==> src/rtl/useq_pkg.sv <==
package useq_pkg;
  localparam int STATE_W_D = 6;
  localparam int OP_W_D    = 3;
  localparam int BR_AW_D   = 2;
  // strobe and select bits that sit above the next-state field
  localparam int CTRL_BITS = 19;
  localparam int CW_W_D    = STATE_W_D + CTRL_BITS;

  typedef enum logic [1:0] {
    SRC_FIELD    = 2'b00,
    SRC_DISPATCH = 2'b01,
    SRC_BRANCH   = 2'b10,
    SRC_CONFLICT = 2'b11
  } nsrc_e;

  // Default microprogram: a short fetch (states 0..2) ending in dispatch,
  // four-state execute blocks per opcode, one branch decision state.
  function automatic logic [(1<<STATE_W_D)*CW_W_D-1:0] dflt_main();
    logic [(1<<STATE_W_D)*CW_W_D-1:0] img;
    logic [CW_W_D-1:0] w;
    img = '0;
    for (int s = 0; s < (1<<STATE_W_D); s++) begin
      w = '0;
      w[STATE_W_D-1:0] = ((s & 3) == 3) ? '0 : STATE_W_D'(s + 1);
      w[CW_W_D-3:STATE_W_D] = 17'((s * 613) ^ 17'h0a5a5);
      if (s == 2)  w[CW_W_D-2] = 1'b1;
      if (s == 29) w[CW_W_D-1] = 1'b1;
      img[s*CW_W_D +: CW_W_D] = w;
    end
    return img;
  endfunction

  function automatic logic [(1<<OP_W_D)*STATE_W_D-1:0] dflt_dispatch();
    logic [(1<<OP_W_D)*STATE_W_D-1:0] img;
    for (int k = 0; k < (1<<OP_W_D); k++)
      img[k*STATE_W_D +: STATE_W_D] = STATE_W_D'(8 + 4*k);
    return img;
  endfunction

  function automatic logic [(1<<BR_AW_D)*STATE_W_D-1:0] dflt_branch();
    logic [(1<<BR_AW_D)*STATE_W_D-1:0] img;
    img = '0;
    img[0 +: STATE_W_D]         = STATE_W_D'(30);
    img[STATE_W_D +: STATE_W_D] = STATE_W_D'(0);
    return img;
  endfunction
endpackage

==> src/rtl/useq_main_rom.sv <==
module useq_main_rom #(
  parameter int AW = 6,
  parameter int DW = 25,
  localparam int DEPTH = 1 << AW,
  parameter logic [DEPTH*DW-1:0] IMG = '0
) (
  input  logic          clk,
  input  logic          rd_en,
  input  logic [AW-1:0] addr,
  output logic [DW-1:0] dout
);
  // synchronous read with enable: maps to a block RAM initialised as ROM
  always_ff @(posedge clk) begin
    if (rd_en) dout <= IMG[int'(addr)*DW +: DW];
  end


  rom_read_chk: assert property (@(posedge clk)
    rd_en |=> dout == IMG[int'($past(addr))*DW +: DW]);


  rom_hold_chk: assert property (@(posedge clk)
    !rd_en |=> $stable(dout));
endmodule

==> src/rtl/useq_next_sel.sv <==
module useq_next_sel
  import useq_pkg::*;
#(
  parameter int STATE_W = 6,
  parameter int OP_W    = 3,
  parameter int BR_AW   = 2,
  parameter logic [(1<<OP_W)*STATE_W-1:0]  DISP_IMG = '0,
  parameter logic [(1<<BR_AW)*STATE_W-1:0] BR_IMG   = '0
) (
  input  nsrc_e              src,
  input  logic [STATE_W-1:0] cur_state,
  input  logic [STATE_W-1:0] field_state,
  input  logic [OP_W-1:0]    opcode,
  input  logic               zero_flag,
  output logic [STATE_W-1:0] nxt_state,
  output logic               conflict
);
  logic [BR_AW-1:0]   br_addr;
  logic [STATE_W-1:0] disp_entry, br_entry;

  // branch ROM only needs one address bit; wider ROMs get the rest tied low
  generate
    if (BR_AW > 1) begin : g_br_pad
      assign br_addr = {{(BR_AW-1){1'b0}}, zero_flag};
    end else begin : g_br_bit
      assign br_addr = zero_flag;
    end
  endgenerate

  assign disp_entry = DISP_IMG[int'(opcode)*STATE_W +: STATE_W];
  assign br_entry   = BR_IMG[int'(br_addr)*STATE_W +: STATE_W];

  always_comb begin
    conflict = 1'b0;
    unique case (src)
      SRC_FIELD:    nxt_state = field_state;
      SRC_DISPATCH: nxt_state = disp_entry;
      SRC_BRANCH:   nxt_state = br_entry;
      default: begin
        nxt_state = cur_state;
        conflict  = 1'b1;
      end
    endcase
  end
endmodule

==> src/rtl/ucode_sequencer.sv <==
module ucode_sequencer
  import useq_pkg::*;
#(
  parameter int STATE_W = STATE_W_D,
  parameter int OP_W    = OP_W_D,
  parameter int BR_AW   = BR_AW_D,
  localparam int CW_W   = STATE_W + CTRL_BITS,
  localparam int NSTATE = 1 << STATE_W,
  parameter logic [NSTATE*CW_W-1:0]         MAIN_IMG = dflt_main(),
  parameter logic [(1<<OP_W)*STATE_W-1:0]  DISP_IMG = dflt_dispatch(),
  parameter logic [(1<<BR_AW)*STATE_W-1:0] BR_IMG   = dflt_branch()
) (
  input  logic            clk,
  input  logic            rst,
  input  logic            step_en,
  input  logic [OP_W-1:0] opcode,
  input  logic            zero_flag,
  output logic [CW_W-1:0] ctrl_word,
  output logic            conflict
);
  localparam int SEL_DISP_BIT = CW_W - 2;
  localparam int SEL_BR_BIT   = CW_W - 1;

  logic [STATE_W-1:0] cur_q, nxt_s, rd_addr;
  logic [CW_W-1:0]    cw;
  logic               rd_en, conflict_s;
  nsrc_e              src;

  assign src = nsrc_e'({cw[SEL_BR_BIT], cw[SEL_DISP_BIT]});

  useq_next_sel #(
    .STATE_W(STATE_W), .OP_W(OP_W), .BR_AW(BR_AW),
    .DISP_IMG(DISP_IMG), .BR_IMG(BR_IMG)
  ) i_next_sel (
    .src(src),
    .cur_state(cur_q),
    .field_state(cw[STATE_W-1:0]),
    .opcode(opcode),
    .zero_flag(zero_flag),
    .nxt_state(nxt_s),
    .conflict(conflict_s)
  );

  // the ROM is addressed with the state being loaded, so its registered
  // output always lines up with cur_q
  assign rd_addr = rst ? '0 : nxt_s;
  assign rd_en   = rst | step_en;

  useq_main_rom #(.AW(STATE_W), .DW(CW_W), .IMG(MAIN_IMG)) i_main_rom (
    .clk(clk),
    .rd_en(rd_en),
    .addr(rd_addr),
    .dout(cw)
  );

  always_ff @(posedge clk) begin
    if (rst)          cur_q <= '0;
    else if (step_en) cur_q <= nxt_s;
  end

  assign ctrl_word = cw;
  assign conflict  = conflict_s;


  rst_state_chk: assert property (@(posedge clk)
    $past(rst) |-> cur_q == '0);


  field_next_chk: assert property (@(posedge clk) disable iff (rst)
    (step_en && src == SRC_FIELD) |=> cur_q == $past(cw[STATE_W-1:0]));


  conflict_hold_chk: assert property (@(posedge clk) disable iff (rst)
    (step_en && conflict_s) |=> $stable(cur_q));


  idle_hold_chk: assert property (@(posedge clk) disable iff (rst)
    !step_en |=> $stable(cur_q));
endmodule

==> config.mk <==
export PLATFORM = sky130hd
export DESIGN_NAME = ucode_sequencer
export DESIGN_NICKNAME = d
export VERILOG_FILES = /design/src/rtl/useq_pkg.sv /design/src/rtl/useq_main_rom.sv /design/src/rtl/useq_next_sel.sv /design/src/rtl/ucode_sequencer.sv
export SDC_FILE = /design/constraint.sdc
export NUM_CORES = 1
export LEC_CHECK = 0
export CORE_MARGIN = 2
export CORE_UTILIZATION = 50
export DETAILED_ROUTE_END_ITERATION = 10
export DONT_BUFFER_PORTS = 1
export GPL_TIMING_DRIVEN = 0
export HOLD_SLACK_MARGIN = 0.06
export MAX_ROUTING_LAYER = met4
export PLACE_DENSITY_LB_ADDON = 0.05
export SLEW_MARGIN = 0
export SYNTH_ARGS = -nofsm -noshare
export SYNTH_HDL_FRONTEND = slang
export SYNTH_SLANG_ARGS = --single-unit
==> constraint.sdc <==
create_clock -name clk -period 7.4 [get_ports clk]
set_input_delay 0.74 -clock clk [delete_from_list [all_inputs] [get_ports clk]]
set_output_delay 0.74 -clock clk [all_outputs]
set_load 0.05 [all_outputs]
==> out/metrics.csv <==
stage;metric;value;unit
placement;hpwlAfterDp;5830;um
cells_and_area;syn_to_final_growth;7.31;%
timing;fin_crit;4230;ps
power_and_ir_drop;pwr-share-comb;0.345;
timing;fin_crit_sh;0.571;
hold_path;worstHoldPathType;reg -> reg;
timing;max_clock_freq;237;MHz
clock_tree;clock_latency;300;ps
floorplan;start_util;0.513;
setup_path;rr_endpoint;i_main_rom.dout[18];
synth;synth.yosys.warnings;0;
synth;synth_area_leaders;edfxtp_1 (27%), dfxtp_1 (4.6%), ha_1 (4.4%), nor2_1 (4.4%), o21ai_0 (3.5%);
cells_and_area;stdcell_count;374;
power_and_ir_drop;power_frac_clock;0.227;
cells_and_area;drive_gt1_frac;0.164;
synth;yosys.area.top_type;edfxtp_1;
global_routing;grt.overflow.total;0;
clock_tree;clock-root-buffer;clkbuf_8;
hold_path;min_from;cur_q[5];
synth;syn_area_per_cell;8.74;um2
global_routing;grt_max_degree;24;
clock_tree;clk_pin_slew;70;ps
timing;drv_slew;0;
detailed_routing;vias;2568;
synth;yosys.cell_types.count;69;
detailed_routing;avgRoutedWirePerCell;22.3;um
synth;ys_seq_area_frac;0.313;
global_routing;grt_pass1_wl;13600;um
power_and_ir_drop;peakVddDrop;0.124;mV
detailed_routing;vias_per_cell;6.87;
synth;ys_ff_latch;29;
synth;synth_top_area_frac;0.267;
cells_and_area;n_antenna_cell;0;
cells_and_area;finish.utilization;0.550;
global_routing;grt_pass1_vias;2363;
synth;synth_ff_type;edfxtp_1;
timing;setup_tns;0;ps
timing;worstMarginPinSlew;925;ps
power_and_ir_drop;seqPwrFrac;0.428;
clock_tree;post_cts.repair.setup_buffers;0;
detailed_routing;dr.pass1.iters;6;
power_and_ir_drop;power.switching;304;uW
timing;finalSetupViolCount;0;
floorplan;ios;33;
global_routing;track_usage;0.310;
timing;rsz0062_at_grt;false;
detailed_routing;dr_wl_met3;867;um
synth;syn_area;2590;um2
detailed_routing;highest_layer;met4;
cells_and_area;final_area;2780;um2
floorplan;core;5040;um2
setup_path;worst_setup_path_end_kind;register;
status;run_status;completed;
setup_path;rrSetupSlack;3170;ps
placement;numPlacedInstances;366;
clock_tree;cts_buffer_depth;2;
clock_tree;clock-sinks;29;
clock_tree;cts-resized-gates;0;
timing;final_hold_viol_count;0;
setup_path;worstSetupStartpointType;register;
synth;synth-edff-count;23;
placement;portBuffers;0;
timing;clock_skew;8.20;ps
detailed_routing;drc;0;
timing;slew_headroom;0.377;
setup_path;rr_startpoint;i_main_rom.dout[24];
floorplan;rows;26;
power_and_ir_drop;p_per_area;245;nW/um2
cells_and_area;layout.nets;319;
detailed_routing;totalWireLength;8350;um
job;maxCapViolCount;0;
global_routing;antenna_found_initial;0;
clock_tree;cts-buffers-inserted;5;
placement;routabilityCongestion;1.03;
clock_tree;ctsHoldBuffers;0;
setup_path;path_class;reg -> reg;
synth;synthCells;296;
detailed_routing;antenna_left;0;
detailed_routing;routed-wl-met2;3550;um
detailed_routing;wl_met1;3630;um
setup_path;rr_worst_depth;14;
power_and_ir_drop;p_sw_frac;0.448;
floorplan;fp.dieH;75.9;um
clock_tree;cts_tree;built;
synth;asyncSetResetFlopFracSynth;0;
hold_path;hold_depth;2;
setup_path;crit_required;7420;ps
clock_tree;h-tree-depth;2;
setup_path;cp.arrival;4240;ps
detailed_routing;drtIter0Drc;457;
hold_path;hold_end;cur_q[5];
power_and_ir_drop;internal_power;375;uW
floorplan;dieArea;5760;um2
setup_path;crit_path_max_fanout;9;
floorplan;die_w;75.9;um
power_and_ir_drop;p_leak;1.06;nW
synth;synth_fp_nets;312;
placement;dpl_cell_area;2670;um2
## final cells by class
cell class / count / area [um2]
fill: 469 / 2270
multi-input combinational: 224 / 1550
sequential: 29 / 811
buffer: 29 / 171
clock buffer: 7 / 96.3
tap: 70 / 87.6
inverter: 14 / 52.6
clock inverter: 1 / 5.00
## synthesized netlist by cell type, types with 4 or more instances
cell type   n
inv_1      13
edfxtp_1   23
a31oi_1     4
nor2_1     30
nand2_1    24
mux2_2      4
nor4_1      5
o211ai_1    6
nor3_1      7
a211oi_1    9
buf_6       4
dfxtp_1     6
a21oi_1    12
o21ai_0    18
mux2i_1     4
clkbuf_1    6
buf_2      13
o21ai_1     6
buf_4       4
o221ai_1    4
nand3_1    10
ha_1        9
o31ai_1     6
## worst max-delay path by stage
| stage | from | end | depth (start not counted) | slack, ps |
|---|---|---|---|---|
| floorplan | i_main_rom.dout[24] | i_main_rom.dout[18] | 14 | 4010 |
| global placement | i_main_rom.dout[24] | i_main_rom.dout[18] | 14 | 3260 |
| detailed placement | i_main_rom.dout[24] | i_main_rom.dout[18] | 14 | 3260 |
| CTS | i_main_rom.dout[24] | i_main_rom.dout[18] | 14 | 3230 |
| global route | i_main_rom.dout[24] | i_main_rom.dout[18] | 14 | 3000 |
| finish | i_main_rom.dout[24] | i_main_rom.dout[18] | 14 | 3170 |
## stage by stage
step	setup slack, ps	hold slack, ps	power [mW]
floorplan	4010	454	0.461
global placement	3260	471	0.523
detailed placement	3260	481	0.519
CTS	3230	489	0.670
global route	3000	531	0.706
finish	3170	485	0.679
## state kept, by name, summed over array words and instances (netlist names)
name / flops
cur_q: 6
i_main_rom.dout: 23
## metal layers
layer | up-vias | GRT usage
met4 | 0 | 0.144
met5 | - | -
met3 | 36 | 0.0440
met1 | 1182 | 0.452
li1 | 1135 | -
met2 | 215 | 0.424
## placed cells by master (no fill, tap or decap), types with 7 or more instances in the layout
cell      count
buf_2        13
a211oi_1      9
ha_1          9
clkbuf_8      7
edfxtp_1     23
nor2_1       30
inv_1        13
nor3_1        7
nand3_1      10
nand2_1      24
o21ai_0      18
a21oi_1      12
## critical path: stages, from the launching register on
cell	delay, ps
edfxtp_1	650
buf_2	320
and2_0	140
buf_2	330
nand3_1	230
and2_1	210
buf_2	190
inv_2	150
ha_1	160
clkbuf_1	430
inv_1	210
o211a_2	200
or3_1	390
a22oi_1	230
o21ai_1	100
## logic make-up (layout without fill, tap and decap cells)
logic type	after synthesis	after routing	share of synthesized area
AO/OA/AOI/OAI	103	103	0.293
AND/OR/NAND/NOR	95	95	0.175
buffers and inverters	43	51	0.0866
flip-flops	29	29	0.313
multiplexers	13	13	0.0764
adder cells (fa/ha/maj)	9	9	0.0435
XOR/XNOR	3	3	0.0102
other	1	1	0.00145
## power groups by stage
stage | combinational (mW) | sequential [mW] | clock, mW
2_1_floorplan | 0.171 | 0.290 | 0
3_3_place_gp | 0.229 | 0.294 | 0
3_5_place_dp | 0.225 | 0.294 | 0
4_1_cts | 0.226 | 0.291 | 0.153
5_1_grt | 0.252 | 0.293 | 0.161
6_report | 0.234 | 0.291 | 0.154
Power figures use the tool's default switching activity.
